==> config.mk <==
export PLATFORM = sky130hd
export DESIGN_NAME = mcyc_seq
export DESIGN_NICKNAME = d
export VERILOG_FILES = /design/src/rtl/mcyc_pkg.sv /design/src/rtl/mcyc_timer.sv /design/src/rtl/mcyc_arb.sv /design/src/rtl/mcyc_regs.sv /design/src/rtl/mcyc_seq.sv
export SDC_FILE = /design/constraint.sdc
export NUM_CORES = 1
export LEC_CHECK = 0
export BUFFER_PORTS_ARGS = -buffer_cell sky130_fd_sc_hd__buf_2
export CAP_MARGIN = 5
export CORE_MARGIN = 2
export CORE_UTILIZATION = 49
export CTS_CLUSTER_SIZE = 14
export DETAILED_ROUTE_END_ITERATION = 10
export MAX_ROUTING_LAYER = met4
export PLACE_DENSITY = 0.84
export SYNTH_ARGS = -nofsm -noshare
export SYNTH_HDL_FRONTEND = slang
export SYNTH_SLANG_ARGS = --single-unit
==> constraint.sdc <==
create_clock -name clk -period 2.7 [get_ports clk]
set_input_delay 0.54 -clock clk [delete_from_list [all_inputs] [get_ports clk]]
set_output_delay 0.54 -clock clk [all_outputs]
set_load 0.005 [all_outputs]
==> src/rtl/mcyc_pkg.sv <==
package mcyc_pkg;
   typedef enum logic [1:0] {
      ST_FETCH = 2'b00,
      ST_EXEC  = 2'b01,
      ST_DMA   = 2'b10,
      ST_INT   = 2'b11
   } mcyc_state_e;
endpackage

==> src/rtl/mcyc_timer.sv <==
module mcyc_timer #(
   parameter int CYC_LEN  = 8,
   parameter int TPA_SLOT = 1,
   parameter int TPB_SLOT = 6
) (
   input  logic clk,
   input  logic rst_n,
   output logic tpa,
   output logic tpb,
   output logic cyc_end
);
   localparam int SLOT_W = (CYC_LEN > 1) ? $clog2(CYC_LEN) : 1;
   localparam logic [SLOT_W-1:0] LAST = SLOT_W'(CYC_LEN - 1);

   if (CYC_LEN < 4) begin : g_len_err
      $error("mcyc_timer: CYC_LEN must be at least 4");
   end
   if (!(TPA_SLOT < TPB_SLOT && TPB_SLOT < CYC_LEN - 1)) begin : g_slot_err
      $error("mcyc_timer: need TPA_SLOT < TPB_SLOT < CYC_LEN-1");
   end

   logic [SLOT_W-1:0] slot;

   assign cyc_end = (slot == LAST);
   assign tpa     = (slot == SLOT_W'(TPA_SLOT));
   assign tpb     = (slot == SLOT_W'(TPB_SLOT));

   if ((CYC_LEN & (CYC_LEN - 1)) == 0) begin : g_pow2
      always_ff @(posedge clk) begin
         if (!rst_n) slot <= '0;
         else        slot <= slot + 1'b1;
      end
   end else begin : g_mod
      always_ff @(posedge clk) begin
         if (!rst_n)       slot <= '0;
         else if (cyc_end) slot <= '0;
         else              slot <= slot + 1'b1;
      end
   end
endmodule

==> src/rtl/mcyc_arb.sv <==
module mcyc_arb
   import mcyc_pkg::*;
(
   input  logic        clk,
   input  logic        rst_n,
   input  logic        tpb_now,
   input  logic        cyc_end,
   input  logic        instr_done,
   input  logic        dma_in_req,
   input  logic        dma_out_req,
   input  logic        int_req,
   input  logic        mie,
   output mcyc_state_e state,
   output logic        dma_is_in,
   output logic        fetch_end,
   output logic        dma_end,
   output logic        int_end
);
   logic        done_s, din_s, dout_s, int_s;
   mcyc_state_e nxt;

   always_comb begin
      nxt = ST_FETCH;
      if (state == ST_FETCH)        nxt = ST_EXEC;
      else if (!done_s)             nxt = ST_EXEC;
      else if (din_s || dout_s)     nxt = ST_DMA;
      else if (int_s && mie)        nxt = ST_INT;
   end

   always_ff @(posedge clk) begin
      if (!rst_n) begin
         state     <= ST_FETCH;
         dma_is_in <= 1'b0;
         done_s    <= 1'b1;
         din_s     <= 1'b0;
         dout_s    <= 1'b0;
         int_s     <= 1'b0;
      end else if (cyc_end) begin
         state     <= nxt;
         dma_is_in <= (nxt == ST_DMA) && din_s;
         done_s    <= 1'b1;
         din_s     <= 1'b0;
         dout_s    <= 1'b0;
         int_s     <= 1'b0;
      end else if (tpb_now) begin
         done_s <= (state != ST_EXEC) || instr_done;
         din_s  <= (state != ST_FETCH) && dma_in_req;
         dout_s <= (state != ST_FETCH) && dma_out_req;
         int_s  <= (state == ST_EXEC || state == ST_DMA) && int_req;
      end
   end

   assign fetch_end = cyc_end && (state == ST_FETCH);
   assign dma_end   = cyc_end && (state == ST_DMA);
   assign int_end   = cyc_end && (state == ST_INT);
endmodule

==> src/rtl/mcyc_regs.sv <==
module mcyc_regs #(
   parameter int ADDR_W  = 16,
   parameter int DESIG_W = 4,
   parameter int FLAG_N  = 4,
   parameter int INT_X   = 2,
   parameter int INT_P   = 1
) (
   input  logic                 clk,
   input  logic                 rst_n,
   input  logic                 fetch_end,
   input  logic                 dma_end,
   input  logic                 int_end,
   input  logic                 ie_set,
   input  logic [FLAG_N-1:0]    flags_in,
   output logic [ADDR_W-1:0]    r0_addr,
   output logic [DESIG_W-1:0]   x_sel,
   output logic [DESIG_W-1:0]   p_sel,
   output logic [2*DESIG_W-1:0] t_save,
   output logic                 mie,
   output logic [FLAG_N-1:0]    flags_q
);
   if (INT_X >= (1 << DESIG_W) || INT_P >= (1 << DESIG_W)) begin : g_desig_err
      $error("mcyc_regs: interrupt designators do not fit DESIG_W");
   end

   always_ff @(posedge clk) begin
      if (!rst_n)       r0_addr <= '0;
      else if (dma_end) r0_addr <= r0_addr + 1'b1;
   end

   always_ff @(posedge clk) begin
      if (!rst_n) begin
         x_sel  <= '0;
         p_sel  <= '0;
         t_save <= '0;
         mie    <= 1'b0;
      end else if (int_end) begin
         t_save <= {x_sel, p_sel};
         x_sel  <= DESIG_W'(INT_X);
         p_sel  <= DESIG_W'(INT_P);
         mie    <= 1'b0;
      end else if (ie_set) begin
         mie    <= 1'b1;
      end
   end

   for (genvar i = 0; i < FLAG_N; i++) begin : g_flag
      always_ff @(posedge clk) begin
         if (!rst_n)         flags_q[i] <= 1'b0;
         else if (fetch_end) flags_q[i] <= flags_in[i];
      end
   end
endmodule

==> src/rtl/mcyc_seq.sv <==
module mcyc_seq
   import mcyc_pkg::*;
#(
   parameter int ADDR_W   = 16,
   parameter int DESIG_W  = 4,
   parameter int FLAG_N   = 4,
   parameter int CYC_LEN  = 8,
   parameter int TPA_SLOT = 1,
   parameter int TPB_SLOT = 6,
   parameter int INT_X    = 2,
   parameter int INT_P    = 1
) (
   input  logic                 clk,
   input  logic                 rst_n,
   input  logic                 instr_done,
   input  logic                 ie_set,
   input  logic                 dma_in_req,
   input  logic                 dma_out_req,
   input  logic                 int_req,
   input  logic [FLAG_N-1:0]    flags_in,
   output logic [1:0]           state_code,
   output logic                 tpa,
   output logic                 tpb,
   output logic                 dma_is_in,
   output logic [ADDR_W-1:0]    r0_addr,
   output logic [DESIG_W-1:0]   x_sel,
   output logic [DESIG_W-1:0]   p_sel,
   output logic [2*DESIG_W-1:0] t_save,
   output logic                 mie,
   output logic [FLAG_N-1:0]    flags_q
);
   logic        cyc_end, fetch_end, dma_end, int_end;
   mcyc_state_e state;

   mcyc_timer #(
      .CYC_LEN(CYC_LEN), .TPA_SLOT(TPA_SLOT), .TPB_SLOT(TPB_SLOT)
   ) u_timer (
      .clk(clk), .rst_n(rst_n), .tpa(tpa), .tpb(tpb), .cyc_end(cyc_end)
   );

   mcyc_arb u_arb (
      .clk(clk), .rst_n(rst_n), .tpb_now(tpb), .cyc_end(cyc_end),
      .instr_done(instr_done), .dma_in_req(dma_in_req),
      .dma_out_req(dma_out_req), .int_req(int_req), .mie(mie),
      .state(state), .dma_is_in(dma_is_in), .fetch_end(fetch_end),
      .dma_end(dma_end), .int_end(int_end)
   );

   mcyc_regs #(
      .ADDR_W(ADDR_W), .DESIG_W(DESIG_W), .FLAG_N(FLAG_N),
      .INT_X(INT_X), .INT_P(INT_P)
   ) u_regs (
      .clk(clk), .rst_n(rst_n), .fetch_end(fetch_end), .dma_end(dma_end),
      .int_end(int_end), .ie_set(ie_set), .flags_in(flags_in),
      .r0_addr(r0_addr), .x_sel(x_sel), .p_sel(p_sel), .t_save(t_save),
      .mie(mie), .flags_q(flags_q)
   );

   assign state_code = state;
endmodule

* Yosys cells after proc, flatten, opt, wreduce, memory -nomap -nowiden
Cells that the tools add are included.
** Storage, ports and cells
- Input bits :: 11
- Output and inout bits :: 42
- Latch bits :: 0
- Bits in writable memories :: 0
- ROM bits :: 0
- Bits in registers :: 33
- Memories kept :: 0
** Cells by class
- Magnitude comparators :: 0
- Reductions and logical operators :: 15
- Add/subtract/negate cells :: 2
- Muxes and demuxes :: 4
- Bitwise logic cells :: 1
- Divide/modulo/power cells :: 0
- Equal/unequal tests :: 8
- Shift operators :: 0
- Multiply operators :: 0
** Operator list (count)
- $add 16x1->16 const B :: 1
- $logic_and 1x1->1 :: 8
- $mux 2 :: 4
- $eq 2x2->1 const B :: 3
- $eq 3x3->1 const B :: 2
- $reduce_or 2->1 :: 2
- $add 3x1->3 const B :: 1
- $eq 3x1->1 const B :: 1
- $logic_or 1x1->1 :: 3
- $eq 2x1->1 const B :: 1
- $logic_not 2->1 :: 1
- $ne 2x1->1 const B :: 1
- $reduce_bool 2->1 :: 1
- $not 1->1 :: 1

* Longest topological paths before layout
- Word-level depth :: 7
- Gate-level depth with buffers :: 7

* Hierarchy
A second synthesis with hierarchy kept.
** Unflattened totals
- Cell total of the unflattened synthesis :: 174
- Area, all modules :: 1627.8 sq um
** By module, submodules not included
- mcyc_regs :: instances 1, seq. area each 460.4 sq um, cells each 120, area an instance 1096.1 sq um
- mcyc_arb :: instances 1, seq. area each 140.1 sq um, cells each 40, area an instance 382.9 sq um
- mcyc_timer :: instances 1, seq. area each 60.1 sq um, cells each 14, area an instance 148.9 sq um

* Worst setup path before layout
No wires, ideal clock.
- Path type :: flip-flop to flip-flop
- From :: register u_timer.slot[0]
- To :: register u_regs.r0_addr[15]
- Slack :: 0.825 ns
- Path buffers :: 1
- Required time :: 2.629 ns
- Data arrival time :: 1.804 ns
- Period minus slack after synthesis :: 1.875 ns
- Stages on the path, launching flop included :: 8
- Cell sequence :: dfxtp_1 -> ha_1 -> ha_1 -> buf_6 -> nand2_4 -> or3_4 -> or4_1 -> a21oi_1
** On the way
- Longest elaborated chain between the ends :: 2
** RTL lines
- start, declared :: RTL line mcyc_timer.sv:22 : logic [SLOT_W-1:0] slot;
- start signal, assigned :: RTL line mcyc_timer.sv:31 : else slot <= slot + 1'b1;
- $eq 3x3->1 :: RTL line mcyc_timer.sv:24 : assign cyc_end = (slot == LAST);
- $logic_and 1x1->1 :: RTL line mcyc_arb.sv:54 : assign dma_end = cyc_end && (state == ST_DMA);
- end signal, assigned :: RTL line mcyc_regs.sv:28 : else if (dma_end) r0_addr <= r0_addr + 1'b1;
- end, declared :: RTL line mcyc_regs.sv:15 : output logic [ADDR_W-1:0] r0_addr,
Every way passes these cells.
A chain may end at the register's enable or synchronous reset.

* Worst setup path after layout
Same ends and word-level chain as after synthesis.

==> summary.md <==
| Metric | Value |
|---|---|
| Outcome | `finished, final reports clean` |
| Avg WL per Cell | `10.9 um` |
| Max Clock Freq | `508 MHz` |
| Met3 wire length | `187 um` |
| DIE HEIGHT | `60.9 um` |
| Mapped Cells | `184` |
| Seq/Total Area, Yosys | `0.416` |
| Largest net degree at the start of global routing | `27` |
| Synth top cells by count | `dfxtp_1, nor2_1, nand2_1, a21oi_1, buf_4` |
| Ys async rst share | `0` |
| R2r setup slk | `0.73 ns` |
| Placed Area | `1760 um2` |
| M1 WL | `1.30 mm` |
| Worst Reg2Reg Path Length in Cells | `6` |
| I/O Pins | `53` |
| WP data arrival | `2.21 ns` |
| FF+latch count, synth | `33` |
| Setup TNS Final | `0 ns` |
| Total grt overflow | `0` |
| Post-synth top area cell | `dfxtp_1` |
| GRT Total Usage | `0.183` |
| Hold-fix buffers, CTS | `0` |
| Final hold violation count | `0` |
| DP HPWL | `2.20 mm` |
| Main synth FF type | `dfxtp_1` |
| Via count | `1339` |
| CTS buffer count | `5` |
| Setup bufs post-CTS | `0` |
| Worst vdd ir | `0.302 mV` |
| Die area | `3710 um2` |
| WS Path Type | `reg -> reg` |
| Area growth from synthesis to layout | `14.4%` |
| Hold path endpoint | `u_regs.mie` |
| CTS sink cnt | `33` |
| TritonRoute pass-1 iters | `4` |
| CP endpoint kind | `register` |
| Synth cell types | `35` |
| Initial Util | `0.515` |
| Worst r2r src | `u_timer.slot[0]` |
| Sequential cell area | `661 um2` |
| Worst Tran Pin Value | `0.685 ns` |
| Mean Syn Cell Area | `8.62 um2` |
| CTS Buffer Depth | `2` |
| Tmin final | `1.97 ns` |
| Final setup violation count | `0` |
| Clock root cell | `clkbuf_4` |
| Vias in the first global route | `1127` |
| Hold Crit Start | `ie_set` |
| Period utilization | `0.729` |
| Relative slew slack | `0.540` |
| Pwr per Cell Area | `440 nW/um2` |
| Hold Path Class | `in -> reg` |
| Synth top area share | `0.416` |
| Final GP Congestion | `0.887` |
| DR WL met2 | `1.43 mm` |
| Antenna cells | `0` |
| Core area | `3080 um2` |
| Required @ worst endpoint | `2.94 ns` |
| Aggregate routed wire length | `2.94 mm` |
| Yosys warning count | `0` |
| Vias per cell | `4.98` |
| Htree depth | `2` |
| Global-route wire length before repair | `4.84 mm` |
| Leak | `0.801 nW` |
| Number of synthesized flops with an enable pin | `0` |
| NumNets Final | `244` |
| Die Width | `60.9 um` |
| Multi-input logic area | `806 um2` |
| Share of layout cells above drive strength 1 | `0.240` |
| Max Slew Vio Count | `0` |
| Top routing layer in use | `met4` |
| Port Buffers | `40` |
| Fill count | `311` |
| Initial antenna violation count | `0` |
| Post-cts resize count | `0` |
| Initial DRC Count | `114` |
| Crit Path Max Fanout | `5` |
| Area contributors post-synth | `dfxtp_1, ha_1, buf_4, a21oi_1, nor2_1` |
| Site Rows | `20` |
| Netlist Area Pre-Place | `1590 um2` |
| RSZ-0062 raised after global routing | `no` |
| Drt drc | `0` |
| Max_cap viols | `0` |
| CTS tree | `done` |
| Most frequent cell after synthesis | `dfxtp_1` |
| Hold depth | `3` |
| Worst hold margin | `0.428 ns` |
| Startpoint types | `register` |
| Clk Latency, worst-skew pair | `0.34 ns` |
| Worst reg2reg endpoint | `u_regs.r0_addr[15]` |
| Antenna-violating nets left | `0` |
| Final instance area | `1810 um2` |
| Clk pin slew, worst setup/hold paths | `0.11 ns` |
| Clock skew | `0.0103 ns` |
[where the power goes]
group	internal (mW)	total [mW]	switching, mW
clock	0.0980	0.268	0.170
combinational	0.0136	0.0342	0.0207
sequential	0.492	0.496	0.00457
total	0.603	0.799	0.195
[cells by family after synthesis]
family | after synthesis | share of synthesized area
and+or+nand+nor | 77 | 0.258
AOI/OAI and AO/OA | 25 | 0.0828
adders and majority gates | 9 | 0.0710
xor gates and xnor gates | 10 | 0.0552
other | 1 | 0.00236
buffers and inverters | 27 | 0.102
DFF | 33 | 0.416
muxes | 2 | 0.0126
[area by class of cell]
cell class,count,share of cell area
Clock buffer,5,0.0207
Inverter,8,0.0166
Clock inverter,3,0.00966
Tap cell,44,0.0303
Sequential cell,33,0.364
Timing Repair Buffer,41,0.114
Multi-Input combinational cell,135,0.444
[layout by cell type, fill, tap and decap left out, types with 2 or more instances in the layout]
master / count
a21oi_1: 17
buf_2: 40
clkbuf_4: 5
clkinv_2: 2
conb_1: 12
dfxtp_1: 33
ha_1: 9
inv_1: 7
mux2i_1: 2
nand2_1: 18
nand2b_1: 4
nand3_1: 10
nand4_1: 2
nor2_1: 19
nor3_1: 4
nor3b_1: 3
nor4_1: 5
o21ai_0: 5
or3_1: 2
xnor2_1: 8
xor2_1: 2
[state kept, by name, indices dropped and copies added, names as in the netlist]
| name | cells |
|---|---|
| u_regs.r0_addr | 16 |
| u_regs.flags_q | 4 |
| u_timer.slot | 3 |
| u_arb.state | 2 |
| u_arb.din_s | 1 |
| u_arb.dma_is_in | 1 |
| u_arb.done_s | 1 |
| u_arb.dout_s | 1 |
| u_arb.int_s | 1 |
| u_regs.mie | 1 |
| u_regs.t_save | 1 |
| u_regs.x_sel | 1 |
[stage by stage]
stage,total power [mW],worst slack [ns],cells,util
2_1_floorplan,0.539,0.825,195,-
3_3_place_gp,0.541,0.832,261,0.572
3_5_place_dp,0.542,0.750,261,0.572
4_1_cts,0.806,0.716,269,0.589
5_1_grt,0.841,0.559,269,0.589
6_report,0.799,0.732,269,0.589
[critical path, stage by stage, from the launching register on]
cell and delay (ns):
dfxtp_1 0.40, ha_1 0.17, ha_1 0.20, nand2_4 0.08
or3_4 0.40, or4_1 0.47, a21oi_1 0.16
[worst max path at each step]
stage	startpoint	endpoint	slack (ns)	cells past startpoint
finish	u_timer.slot[0]	u_regs.r0_addr[15]	0.73	6
global route	u_timer.slot[0]	tpb	0.56	5
CTS	u_timer.slot[0]	u_regs.r0_addr[15]	0.72	6
detailed placement	u_timer.slot[0]	u_regs.r0_addr[15]	0.75	6
global placement	u_timer.slot[0]	u_regs.r0_addr[15]	0.83	6
floorplan	u_timer.slot[0]	u_regs.r0_addr[15]	0.83	7
[per-layer routing]
layer,up-vias,GRT usage
met3,2,0.0576
met2,45,0.303
met4,0,0.0652
met1,608,0.209
met5,-,-
li1,684,-
No activity file was read; power rests on OpenSTA's default activity.
